`src/rtl/mwrx_pkg.sv`:
```
package mwrx_pkg;

  typedef enum logic [2:0] {
    CMD_READ     = 3'd0,
    CMD_WRITE    = 3'd1,
    CMD_ERASE    = 3'd2,
    CMD_WREN     = 3'd3,
    CMD_WRDIS    = 3'd4,
    CMD_ERASEALL = 3'd5,
    CMD_WRITEALL = 3'd6
  } cmdKind_e;

  typedef enum logic [1:0] {
    ST_IDLE,
    ST_SHIFT,
    ST_RDOUT,
    ST_DONE
  } rxState_e;

  typedef struct packed {
    logic shiftIn;
    logic latchAddr;
    logic latchData;
    logic loadOut;
    logic shiftOut;
  } dpStrobe_t;

endpackage

```
`src/rtl/mwrx_ctrl.sv`:
```
module mwrx_ctrl
  import mwrx_pkg::*;
#(
  parameter int AW_WIDE   = 6,
  parameter int AW_NARROW = 7,
  parameter int DW_WIDE   = 16,
  parameter int DW_NARROW = 8,
  parameter int CW        = 5
) (
  input  logic          sclk,
  input  logic          csel,
  input  logic          din,
  input  logic          wideMode,
  input  logic          pendStatus,
  input  logic [1:0]    lowBits,
  output dpStrobe_t     strobe,
  output logic [CW-1:0] addrLen,
  output logic [CW-1:0] dataLen,
  output logic          cmdValid,
  output logic [2:0]    cmdKind,
  output logic          rdActive,
  output logic          rdDummy,
  output logic          doutEn
);

  rxState_e      state, stateNext;
  logic [CW-1:0] bitCnt, cntNext, newCnt;
  logic [1:0]    opReg, subReg;
  cmdKind_e      kindReg;
  logic          needData;

  function automatic cmdKind_e decodeKind(input logic [1:0] op, input logic [1:0] sub);
    case (op)
      2'b10:   decodeKind = CMD_READ;
      2'b01:   decodeKind = CMD_WRITE;
      2'b11:   decodeKind = CMD_ERASE;
      default: begin
        case (sub)
          2'b11:   decodeKind = CMD_WREN;
          2'b00:   decodeKind = CMD_WRDIS;
          2'b10:   decodeKind = CMD_ERASEALL;
          default: decodeKind = CMD_WRITEALL;
        endcase
      end
    endcase
  endfunction

  assign addrLen  = wideMode ? CW'(AW_WIDE) : CW'(AW_NARROW);
  assign dataLen  = wideMode ? CW'(DW_WIDE) : CW'(DW_NARROW);
  assign newCnt   = bitCnt + CW'(1);
  assign needData = (opReg == 2'b01) || (opReg == 2'b00 && subReg == 2'b01);

  always_comb begin
    strobe    = '0;
    stateNext = state;
    cntNext   = bitCnt;
    case (state)
      ST_IDLE: begin
        cntNext = '0;
        if (din) stateNext = ST_SHIFT;
      end
      ST_SHIFT: begin
        strobe.shiftIn = 1'b1;
        cntNext        = newCnt;
        if (newCnt == CW'(2) + addrLen) begin
          strobe.latchAddr = 1'b1;
          if (!needData) begin
            stateNext = (opReg == 2'b10) ? ST_RDOUT : ST_DONE;
            cntNext   = '0;
          end
        end else if (needData && newCnt == CW'(2) + addrLen + dataLen) begin
          strobe.latchData = 1'b1;
          stateNext        = ST_DONE;
        end
      end
      ST_RDOUT: begin
        cntNext = newCnt;
        if (bitCnt == '0)            strobe.loadOut  = 1'b1;
        else if (bitCnt == dataLen)  stateNext       = ST_DONE;
        else                         strobe.shiftOut = 1'b1;
      end
      default: ;
    endcase
  end

  always_ff @(posedge sclk or negedge csel) begin
    if (!csel) begin
      state   <= ST_IDLE;
      bitCnt  <= '0;
      opReg   <= '0;
      subReg  <= '0;
      kindReg <= CMD_READ;
    end else begin
      state  <= stateNext;
      bitCnt <= cntNext;
      if (state == ST_SHIFT && newCnt == CW'(2)) opReg  <= lowBits;
      if (state == ST_SHIFT && newCnt == CW'(4)) subReg <= lowBits;
      if (state == ST_SHIFT && (stateNext == ST_RDOUT || stateNext == ST_DONE))
        kindReg <= decodeKind(opReg, subReg);
    end
  end

  assign cmdValid = (state == ST_RDOUT) || (state == ST_DONE);
  assign cmdKind  = kindReg;
  assign rdActive = (state == ST_RDOUT);
  assign rdDummy  = (bitCnt == '0);
  assign doutEn   = csel && (rdActive || (state == ST_IDLE && pendStatus));

endmodule

```
`src/rtl/mwrx_dpath.sv`:
```
module mwrx_dpath
  import mwrx_pkg::*;
#(
  parameter int AMAX = 7,
  parameter int DMAX = 16,
  parameter int CW   = 5
) (
  input  logic            sclk,
  input  logic            csel,
  input  logic            din,
  input  dpStrobe_t       strobe,
  input  logic [CW-1:0]   addrLen,
  input  logic [CW-1:0]   dataLen,
  input  logic [DMAX-1:0] rdData,
  input  logic            rdActive,
  input  logic            rdDummy,
  input  logic            busyIn,
  output logic [1:0]      lowBits,
  output logic [AMAX-1:0] cmdAddr,
  output logic [DMAX-1:0] cmdData,
  output logic            dout
);

  logic [DMAX-2:0] frame;
  logic [DMAX-1:0] frameNext;
  logic [AMAX-1:0] addrCap;
  logic [DMAX-1:0] dataCap;
  logic [DMAX-1:0] outReg, outLoad;
  logic [CW-1:0]   alignShift;

  assign frameNext  = {frame, din};
  assign lowBits    = frameNext[1:0];
  assign alignShift = CW'(DMAX) - dataLen;
  assign outLoad    = rdData << alignShift;

  always_comb begin
    for (int i = 0; i < AMAX; i++) addrCap[i] = frameNext[i] && (i < int'(addrLen));
    for (int i = 0; i < DMAX; i++) dataCap[i] = frameNext[i] && (i < int'(dataLen));
  end

  always_ff @(posedge sclk or negedge csel) begin
    if (!csel) begin
      frame   <= '0;
      cmdAddr <= '0;
      cmdData <= '0;
      outReg  <= '0;
    end else begin
      if (strobe.shiftIn)   frame   <= frameNext[DMAX-2:0];
      if (strobe.latchAddr) cmdAddr <= addrCap;
      if (strobe.latchData) cmdData <= dataCap;
      if (strobe.loadOut)        outReg <= outLoad;
      else if (strobe.shiftOut)  outReg <= outReg << 1;
    end
  end

  assign dout = rdActive ? (!rdDummy && outReg[DMAX-1]) : !busyIn;

endmodule

```
`src/rtl/mwrx_top.sv`:
```
module mwrx_top
  import mwrx_pkg::*;
#(
  parameter int AW_WIDE   = 6,
  parameter int AW_NARROW = 7,
  parameter int DW_WIDE   = 16,
  parameter int DW_NARROW = 8,
  localparam int AMAX = (AW_WIDE > AW_NARROW) ? AW_WIDE : AW_NARROW,
  localparam int DMAX = (DW_WIDE > DW_NARROW) ? DW_WIDE : DW_NARROW,
  localparam int CW   = $clog2(2 + AMAX + DMAX + 1)
) (
  input  logic            sclk,
  input  logic            csel,
  input  logic            din,
  input  logic            wideMode,
  input  logic            busyIn,
  input  logic            pendStatus,
  input  logic [DMAX-1:0] rdData,
  output logic            dout,
  output logic            doutEn,
  output logic            cmdValid,
  output logic [2:0]      cmdKind,
  output logic [AMAX-1:0] cmdAddr,
  output logic [DMAX-1:0] cmdData
);

  dpStrobe_t     strobe;
  logic [CW-1:0] addrLen, dataLen;
  logic [1:0]    lowBits;
  logic          rdActive, rdDummy;

  mwrx_ctrl #(
    .AW_WIDE(AW_WIDE), .AW_NARROW(AW_NARROW),
    .DW_WIDE(DW_WIDE), .DW_NARROW(DW_NARROW), .CW(CW)
  ) u_ctrl (
    .sclk(sclk), .csel(csel), .din(din), .wideMode(wideMode),
    .pendStatus(pendStatus), .lowBits(lowBits), .strobe(strobe),
    .addrLen(addrLen), .dataLen(dataLen), .cmdValid(cmdValid),
    .cmdKind(cmdKind), .rdActive(rdActive), .rdDummy(rdDummy),
    .doutEn(doutEn)
  );

  mwrx_dpath #(.AMAX(AMAX), .DMAX(DMAX), .CW(CW)) u_dpath (
    .sclk(sclk), .csel(csel), .din(din), .strobe(strobe),
    .addrLen(addrLen), .dataLen(dataLen), .rdData(rdData),
    .rdActive(rdActive), .rdDummy(rdDummy), .busyIn(busyIn),
    .lowBits(lowBits), .cmdAddr(cmdAddr), .cmdData(cmdData), .dout(dout)
  );

endmodule

```
`config.mk`:
```
export PLATFORM = sky130hd
export DESIGN_NAME = mwrx_top
export DESIGN_NICKNAME = d
export VERILOG_FILES = /design/src/rtl/mwrx_pkg.sv /design/src/rtl/mwrx_ctrl.sv /design/src/rtl/mwrx_dpath.sv /design/src/rtl/mwrx_top.sv
export SDC_FILE = /design/constraint.sdc
export NUM_CORES = 1
export LEC_CHECK = 0
export BUFFER_PORTS_ARGS = -buffer_cell sky130_fd_sc_hd__buf_4
export CORE_MARGIN = 5
export CORE_UTILIZATION = 40
export CTS_BUF_LIST = sky130_fd_sc_hd__clkbuf_16
export DETAILED_ROUTE_END_ITERATION = 12
export HOLD_SLACK_MARGIN = 0.05
export PLACE_DENSITY = 0.54
export SLEW_MARGIN = 20
export SYNTH_ARGS = -nofsm -noshare
export SYNTH_HDL_FRONTEND = slang
export SYNTH_HIERARCHICAL = 1
export SYNTH_SLANG_ARGS = --single-unit
```
`constraint.sdc`:
```
create_clock -name sclk -period 5.1 [get_ports sclk]
set_input_delay 0.765 -clock sclk [delete_from_list [all_inputs] [get_ports sclk]]
set_output_delay 0.765 -clock sclk [all_outputs]
set_load 0.02 [all_outputs]
```
==> metrics.yaml, run 1 <==
outcome:
  status: "finished, final reports clean"
detailed_routing:
  drt-met1-wl_mm: 4.72
  via_count: 3415
  drc_errors: 0
  wl_met2_mm: 4.61
  route.met3.wl_um: 448
  wl_per_cell_um: 15.5
  avgViaCountPerCell: 5.33
  drtPass1Iterations: 4
  wl_mm: 9.91
  drt_iter0_drc: 209
  detail-route-antenna-nets: 0
  top_layer_used: "met4"
layout:
  area_delta_synth_final_pct: 14.5
  final_common_cell: "dfrtp_1"
  fillers: 1038
  fin_nets: 528
  instances_no_fill: 641
  final_cell_mix: "dfrtp_1 (68), buf_4 (53), inv_1 (39)"
  diodes: 0
  layout-drive-gt1-share_pct: 22.8
hold_path:
  hold_end: "u_dpath/outReg[6]"
  hold_class: "reg2reg"
  min_from: "u_dpath/outReg[6]"
  hold_depth: 1
clocking:
  tritoncts_num_sinks: 68
  htreeDepth: 3
  post_cts_buffers: 0
  cts-root-buf: "clkbuf_16"
  cts_tree: "yes"
  cts_max_path_buffers: 2
  cts_resized: 0
  cts.clk_slew.worst_paths_ps: 60
  cts-buffers-inserted: 9
  ctsHoldBuffers: 0
  clk_latency_ps: 330
synth:
  synth.distinct_cells: 66
  synth-seq-area-share_pct: 38.6
  yosysWarnings: 6
  syn_inst: 471
  async_flop_share_pct: 100
  synth-main-ff-cell: "dfrtp_1"
  synth_edf_count: 0
  syn_avg_cell_area_um2: 9.36
  yosys_register_bits: 68
  syn-cell-area_um2: 4410
worst_setup_path:
  path_cells: "inv_1 -> ha_1 -> o21ai_0 -> or3_1 -> nor3_4 -> buf_4 -> a31oi_2 -> mux2_1"
  cp_slowest_cell: "ha_1"
  cp_num_buf_inv: 2
  r2r-end: "u_ctrl/cmdKind[0]"
  worstReg2RegStart: "u_ctrl/state[1]"
  path_delay_family: "adder cells"
  worstRegToRegCells: 8
  end_kind: "flip-flop"
  required_ps: 5310
  cp-start-kind: "flip-flop"
  critPathKind: "reg2reg"
  cpPeakStageDelay_ps: 830
  cp_max_fo: 34
  crit_arrival_ps: 3390
  reg2reg_slack_ps: 1920
global_routing:
  grt_max_degree: 70
  grt_pass1_vias: 3406
  grt_pass1_wl_mm: 16.9
  gr-usage-all-layers_pct: 15.8
  antenna_found_initial: 0
  grt.overflow.total: 0
sta:
  fin_crit_ps: 3180
  slew_headroom_pct: 33.8
  clock-skew-final_ps: 7.37
  clock.fmax_mhz: 314
  rsz0062_at_grt: "no"
  finalCritPeriodShare_pct: 62.4
  whs_ps: 492
  layout_setup_ws_ps: 1920
  slew_viol_final: 0
  timing_hold_violations_final: 0
  tns_ps: 0
  worst_pin_slew_ps: 992
  setup_viol: 0
die:
  die_area_um2: 13200
  rows: 38
  core_area_um2: 10800
  die_w_um: 115
  io_pins: 51
  die_h_um: 115
  start_util_pct: 40.7
placement:
  dpl.cell_count: 626
  dpl.hpwl_mm: 7.09
  place_ws_ps: 1930
  numPortBuffers: 50
  gp_congestion: 0.863
power:
  vdd_drop_max_mv: 0.216
  total_leakage_power_nw: 2.26
  p_per_area_nw_per_um2: 419
job:
  cap_violations: 0
## sequential cells by signal (all words and copies together), names as in the netlist
signal / count
u_ctrl/state: 2
u_ctrl/subReg: 2
u_dpath/frame: 15
u_ctrl/opReg: 2
u_ctrl/cmdKind: 3
u_ctrl/bitCnt: 5
u_dpath/cmdData: 16
u_dpath/outReg: 16
u_dpath/cmdAddr: 7
## power by group
part	internal (W)	switching, W
Combinational	0.000336	0.000334
Sequential	0.000701	0.000136
Clock	0.000375	0.000234
## synthesized netlist by cell type, drive strengths merged, types with 7 or more instances
| master | number | area share (%) |
|---|---|---|
| dfrtp | 68 | 39 |
| inv | 39 | 3.3 |
| nand2 | 37 | 3.1 |
| o21ai | 30 | 3.4 |
| mux2 | 29 | 7.4 |
| buf | 24 | 4.0 |
| nor2 | 23 | 2.0 |
| mux2i | 20 | 4.5 |
| a21oi | 19 | 2.2 |
| clkbuf | 19 | 1.6 |
| o22ai | 17 | 2.4 |
| nor2b | 12 | 1.7 |
| o21a | 10 | 1.7 |
| ha | 9 | 2.6 |
| nand3 | 9 | 1.0 |
| nor3 | 8 | 1.0 |
| o211ai | 7 | 1.2 |
## through the flow
step | instance area, um^2 | util, % | total power (W)
after detailed placement | 4760 | 43.9 | 0.00151
after floorplan | 4430 | - | 0.00136
after global routing | 5050 | 46.6 | 0.00225
final | 5050 | 46.6 | 0.00212
after CTS | 5050 | 46.6 | 0.00214
after global placement | 4760 | 43.9 | 0.00150
## worst max path at each step
| stage | from | endpoint | slack (ps) | cells past startpoint |
|---|---|---|---|---|
| 2_1_floorplan | wideMode | u_dpath/outReg[14] | 2690 | 9 |
| 6_report | u_ctrl/state[1] | u_ctrl/cmdKind[0] | 1920 | 8 |
| 3_5_place_dp | u_ctrl/state[1] | u_ctrl/cmdKind[0] | 1930 | 8 |
| 5_1_grt | u_ctrl/state[1] | u_ctrl/cmdKind[1] | 1630 | 8 |
| 4_1_cts | u_ctrl/state[1] | u_ctrl/cmdKind[0] | 1920 | 8 |
| 3_3_place_gp | u_ctrl/state[1] | u_ctrl/cmdKind[0] | 2050 | 8 |
## kinds of logic (layout without fill, tap and decap cells)
kind of cell	count (synthesis)	after routing	share of synthesized area, %
buffers and inverters	83	108	9.05
adders and majority gates	9	9	2.55
xor gates and xnor gates	6	6	1.53
and+or+nand+nor	125	125	14.5
AOI/OAI and AO/OA	123	123	18.6
other	2	7	0.170
muxes	55	55	15.0
DFF	68	68	38.6
## final cells by class
type | instances | area [um^2] | share of cell area (%)
Multi-Input combinational cell | 325 | 2330 | 46.2
Sequential cell | 68 | 1700 | 33.7
Timing Repair Buffer | 53 | 398 | 7.88
Clock buffer | 9 | 225 | 4.46
Tap cell | 140 | 175 | 3.47
Inverter | 40 | 150 | 2.97
Clock inverter | 6 | 66.3 | 1.31
## layer usage
| layer | vias up | global-route usage [%] |
|---|---|---|
| met4 | 0 | 5.40 |
| li1 | 1715 | - |
| met3 | 10 | 3.74 |
| met5 | - | 0 |
| met2 | 61 | 24.3 |
| met1 | 1629 | 22.0 |
(Power assumes the default switching activity.)
==> run 2: changes to the inputs <==
==> constraint.sdc (replaced) <==
create_clock -name sclk -period 3.25 [get_ports sclk]
set_input_delay 0.4875 -clock sclk [delete_from_list [all_inputs] [get_ports sclk]]
set_output_delay 0.4875 -clock sclk [all_outputs]
set_load 0.02 [all_outputs]
==> run 2 against run 1 <==
Utilization up 0.44 points. Sequential power up 58%. Clock skew up 0.57 ps.
==> metrics.yaml, run 2 (synthesis results as in run 1) <==
outcome:
  status: "finished, final reports clean"
layout:
  multiInputGateArea_um2: 2330
  layout-drive-gt1-share_pct: 23.4
  fillers: 1061
  fin_nets: 534
  largestRegisters: "u_dpath/cmdData: 16 flops, u_dpath/outReg: 16 flops, u_dpath/frame: 15 flops"
  area_delta_synth_final_pct: 15.6
  diodes: 0
  final_common_cell: "dfrtp_1"
  register_area_um2: 1700
  final_cell_mix: "dfrtp_1 (68), buf_4 (59), inv_1 (40)"
worst_setup_path:
  cp_num_buf_inv: 2
  cp_max_fo: 32
  required_ps: 3500
  critPathKind: "reg2reg"
  worstReg2RegStart: "u_ctrl/bitCnt[0]"
  crit_arrival_ps: 2810
  cp_slowest_cell: "dfrtp_1"
  path_cells: "inv_1 -> ha_1 -> nand2b_2 -> or3_1 -> nor3_4 -> buf_4 -> o311ai_0 -> o21ai_0"
  cpPeakStageDelay_ps: 560
  cp-start-kind: "flip-flop"
  path_delay_family: "simple AND/OR/NAND/NOR gates"
  end_kind: "flip-flop"
  startpoint: "u_ctrl/bitCnt[0]"
placement:
  numPortBuffers: 50
  gp_congestion: 0.817
  dpl.hpwl_mm: 7.51
sta:
  tns_ps: 0
  setup_viol: 0
  slew_viol_final: 0
  rsz0062_at_grt: "no"
  finalCritPeriodShare_pct: 78.6
  timing_hold_violations_final: 0
  clock.fmax_mhz: 392
  whs_ps: 360
  slew_headroom_pct: 40.4
  worst_pin_slew_ps: 882
  clock-skew-final_ps: 7.94
  fin_crit_ps: 2550
die:
  rows: 38
  start_util_pct: 40.7
  die_area_um2: 13200
  die_h_um: 115
  core_area_um2: 10800
  io_pins: 51
  die_w_um: 115
hold_path:
  hold_class: "in2async"
power:
  clockPowerShare_pct: 28.7
  vdd_drop_max_mv: 0.255
  p_switching_w: 0.00112
  p_per_area_nw_per_um2: 656
  total_leakage_power_nw: 2.29
  intPower_w: 0.00223
  swShare_pct: 33.4
  comb_power_share_pct: 31.9
  power_frac_seq_pct: 39.4
global_routing:
  gr-usage-all-layers_pct: 16.5
  grt_pass1_wl_mm: 17.5
  grt_pass1_vias: 3477
  grt.overflow.total: 0
  antenna_found_initial: 0
  grt_max_degree: 69
detailed_routing:
  wl_per_cell_um: 15.8
  drt_iter0_drc: 141
  drtPass1Iterations: 5
  avgViaCountPerCell: 5.34
  via_count: 3463
  detail-route-antenna-nets: 0
  drc_errors: 0
  wl_mm: 10.2
clocking:
  clk_latency_ps: 330
  htreeDepth: 3
  cts_tree: "yes"
  cts_max_path_buffers: 2
  cts.clk_slew.worst_paths_ps: 60
  tritoncts_num_sinks: 68
  cts_resized: 0
  cts-buffers-inserted: 9
  ctsHoldBuffers: 0
  post_cts_buffers: 0
  cts-root-buf: "clkbuf_16"
job:
  cap_violations: 0
## run 2: changes by cell type in the layout (fill, tap and decap cells not counted), sizes merged
| cell | before | now |
|---|---|---|
| buf | 53 | 59 |
| inv | 39 | 40 |
## run 2: per-layer routing
layer	wire length, um	up-vias	track usage (%)
met5	0	-	0
met1	4870	1668	23.1
met4	150	0	4.93
met2	4800	76	25.5
li1	-	1708	-
met3	406	11	3.74
## run 2: layout make-up
type,instances,share of cell area (%)
timing repair buffer,59,8.69
multi-input combinational,325,45.8
clock buffer,9,4.42
sequential,68,33.4
tap,140,3.44
inverter,40,2.95
clock inverter,7,1.35
## run 2: metrics by stage
stage               util [%]  power (W)  instances  cell area (um^2)  setup WS [ps]
floorplan                  -    0.00213        476              4430            925
global placement        44.3    0.00236        632              4800            689
detailed placement      44.3    0.00239        632              4800            658
CTS                     47.0    0.00338        648              5100            674
global route            47.0    0.00358        648              5100            499
finish                  47.0    0.00335        648              5100            697
## run 2: power by group through the flow
| stage | Sequential, W | Clock, W | Combinational (W) |
|---|---|---|---|
| final | 0.00132 | 0.000962 | 0.00107 |
| after floorplan | 0.00127 | 0 | 0.000856 |
| after CTS | 0.00132 | 0.000989 | 0.00107 |
| after detailed placement | 0.00133 | 0 | 0.00106 |
| after global placement | 0.00132 | 0 | 0.00104 |
| after global routing | 0.00136 | 0.00103 | 0.00120 |
## run 2: worst paths after layout
path | cells after the start | slack, ps | endpoint
min in group sclk | 2 | 470 | u_dpath/frame[0]
min reg2reg | 1 | 490 | u_dpath/outReg[6]
max in group asynchronous | 2 | 2300 | u_dpath/cmdData[8]
min | 2 | 360 | u_ctrl/cmdKind[1]
max | 8 | 700 | u_dpath/cmdData[6]
max reg2reg | 8 | 700 | u_dpath/cmdData[6]
==> run 3: changes to the inputs <==
==> constraint.sdc (replaced) <==
create_clock -name sclk -period 2.45 [get_ports sclk]
set_input_delay 0.3675 -clock sclk [delete_from_list [all_inputs] [get_ports sclk]]
set_output_delay 0.3675 -clock sclk [all_outputs]
set_load 0.02 [all_outputs]
==> run 3 against run 2 <==
Maximum frequency grew 11%. Clock skew down 0.89 ps. Largest cell class unchanged. Critical path type unchanged. Die area did not move. Utilization grew 1.3 points. Flip-flop and latch count stayed put. Combinational power rose by 39%. Cell count grew 1.4%.
==> metrics.yaml, run 3 (synthesis results as in run 1) <==
outcome:
  status: "finished, final reports clean"
die:
  die_area_um2: 13200
  rows: 38
  die_h_um: 115
  die_w_um: 115
  io_pins: 51
  core_area_um2: 10800
  start_util_pct: 40.7
worst_setup_path:
  required_ps: 2670
  r2r-end: "u_ctrl/cmdKind[2]"
  reg2reg_slack_ps: 150
  worstReg2RegStart: "u_ctrl/bitCnt[0]"
  worstRegToRegCells: 7
  cp-start-kind: "flip-flop"
  crit_arrival_ps: 2520
  critPathKind: "reg2reg"
  end_kind: "flip-flop"
  cp_max_fo: 7
sta:
  whs_ps: 347
  clock.fmax_mhz: 434
  slew_headroom_pct: 57.5
  timing_hold_violations_final: 0
  clock-skew-final_ps: 7.05
  rsz0062_at_grt: "no"
  worst_pin_slew_ps: 637
  fin_crit_ps: 2300
  setup_viol: 0
  slew_viol_final: 0
  finalCritPeriodShare_pct: 94.0
  tns_ps: 0
clocking:
  cts-buffers-inserted: 9
  htreeDepth: 3
  cts_tree: "yes"
  clk_latency_ps: 340
  cts_max_path_buffers: 2
  cts.clk_slew.worst_paths_ps: 60
  cts-root-buf: "clkbuf_16"
  tritoncts_num_sinks: 68
  post_cts_buffers: 0
global_routing:
  grt_max_degree: 49
  gr-usage-all-layers_pct: 16.6
  grt.overflow.total: 0
  grt_pass1_vias: 3537
  grt_pass1_wl_mm: 17.4
  antenna_found_initial: 0
layout:
  final_common_cell: "dfrtp_1"
  fin_nets: 543
  register_area_um2: 1700
  multiInputGateArea_um2: 2350
  largestRegisters: "u_dpath/cmdData: 16 flops, u_dpath/outReg: 16 flops, u_dpath/frame: 15 flops"
  instances_no_fill: 657
  final_cell_mix: "dfrtp_1 (68), buf_4 (66), inv_1 (39)"
  diodes: 0
  layout-drive-gt1-share_pct: 25.5
  fillers: 1062
  area_delta_synth_final_pct: 18.9
  postLayoutCellArea_um2: 5240
power:
  p_total_w: 0.00471
  total_leakage_power_nw: 2.37
  vdd_drop_max_mv: 0.763
  p_per_area_nw_per_um2: 898
hold_path:
  hold_end: "u_ctrl/opReg[0]"
  min_from: "din"
  hold_depth: 2
  hold_class: "in2reg"
detailed_routing:
  wl_per_cell_um: 15.8
  drc_errors: 0
  drtPass1Iterations: 5
  wl_mm: 10.4
  detail-route-antenna-nets: 0
  drt_iter0_drc: 185
  via_count: 3475
  avgViaCountPerCell: 5.29
placement:
  place_area_um2: 4880
  dpl.hpwl_mm: 7.48
  dpl.cell_count: 640
  gp_congestion: 0.839
  numPortBuffers: 50
job:
  cap_violations: 0
==> run 3: cell count changes in the layout (fill, tap and decap cells not counted), sizes merged <==
cell         before  now
clkinvlp          3    1
dlygate4sd3       0    1
bufinv            1    3
buf              59   67
==> run 3: routing by layer <==
layer	track usage [%]	share of wire (%)	wire [um]
met3	4.16	4.2	436
met5	0	0	0
met2	25.6	45	4680
met1	23.0	50	5160
met4	4.93	0.82	85
==> run 3: final cells by class <==
class                   count  area share, %
multi-input cells         325           44.8
flip-flops and latches     68           32.5
clock buffers               9           4.30
clock inverters             7           2.17
repair buffers             68           10.0
inverters                  40           2.86
well taps                 140           3.34
==> run 3: worst max path at each step <==
stage | end | slack [ps] | start | cells past startpoint
floorplan | u_ctrl/cmdKind[0] | 130 | u_ctrl/bitCnt[0] | 8
global placement | u_dpath/outReg[14] | 30 | u_ctrl/bitCnt[0] | 10
detailed placement | u_dpath/outReg[14] | 20 | u_ctrl/bitCnt[0] | 10
CTS | u_dpath/outReg[14] | 4 | u_ctrl/bitCnt[0] | 10
global route | u_ctrl/cmdKind[1] | 20 | u_ctrl/bitCnt[0] | 7
finish | u_ctrl/cmdKind[2] | 150 | u_ctrl/bitCnt[0] | 7
==> run 3: critical path, stage by stage (launching register included) <==
cell	delay [ps]
dfrtp_1	450
inv_1	70
ha_1	300
nand2b_2	230
or3_1	430
nor3_4	200
a31oi_2	160
mux2_1	340
==> run 3: report_power, final <==
group	total, W	switching, W	leakage [nW]	internal, W
clock network	0.00149	0.000502	0.161	0.000990
logic	0.00149	0.000737	1.45	0.000756
registers	0.00172	0.000262	0.754	0.00146
==> run 3: repair_timing <==
action,4_1_cts,5_1_grt
hold buffers,1,0
endpoints found under the hold margin,20,0
setup endpoints to repair,0,10
resized for setup,0,5
==> run 3: through the flow <==
stage / worst slack, ps / util, %
after detailed placement: 22.9 / 45.0
after global placement: 31.8 / 45.0
final: 147 / 48.4
after global routing: 15.0 / 48.4
after floorplan: 125 / -
after CTS: 4.40 / 48.2
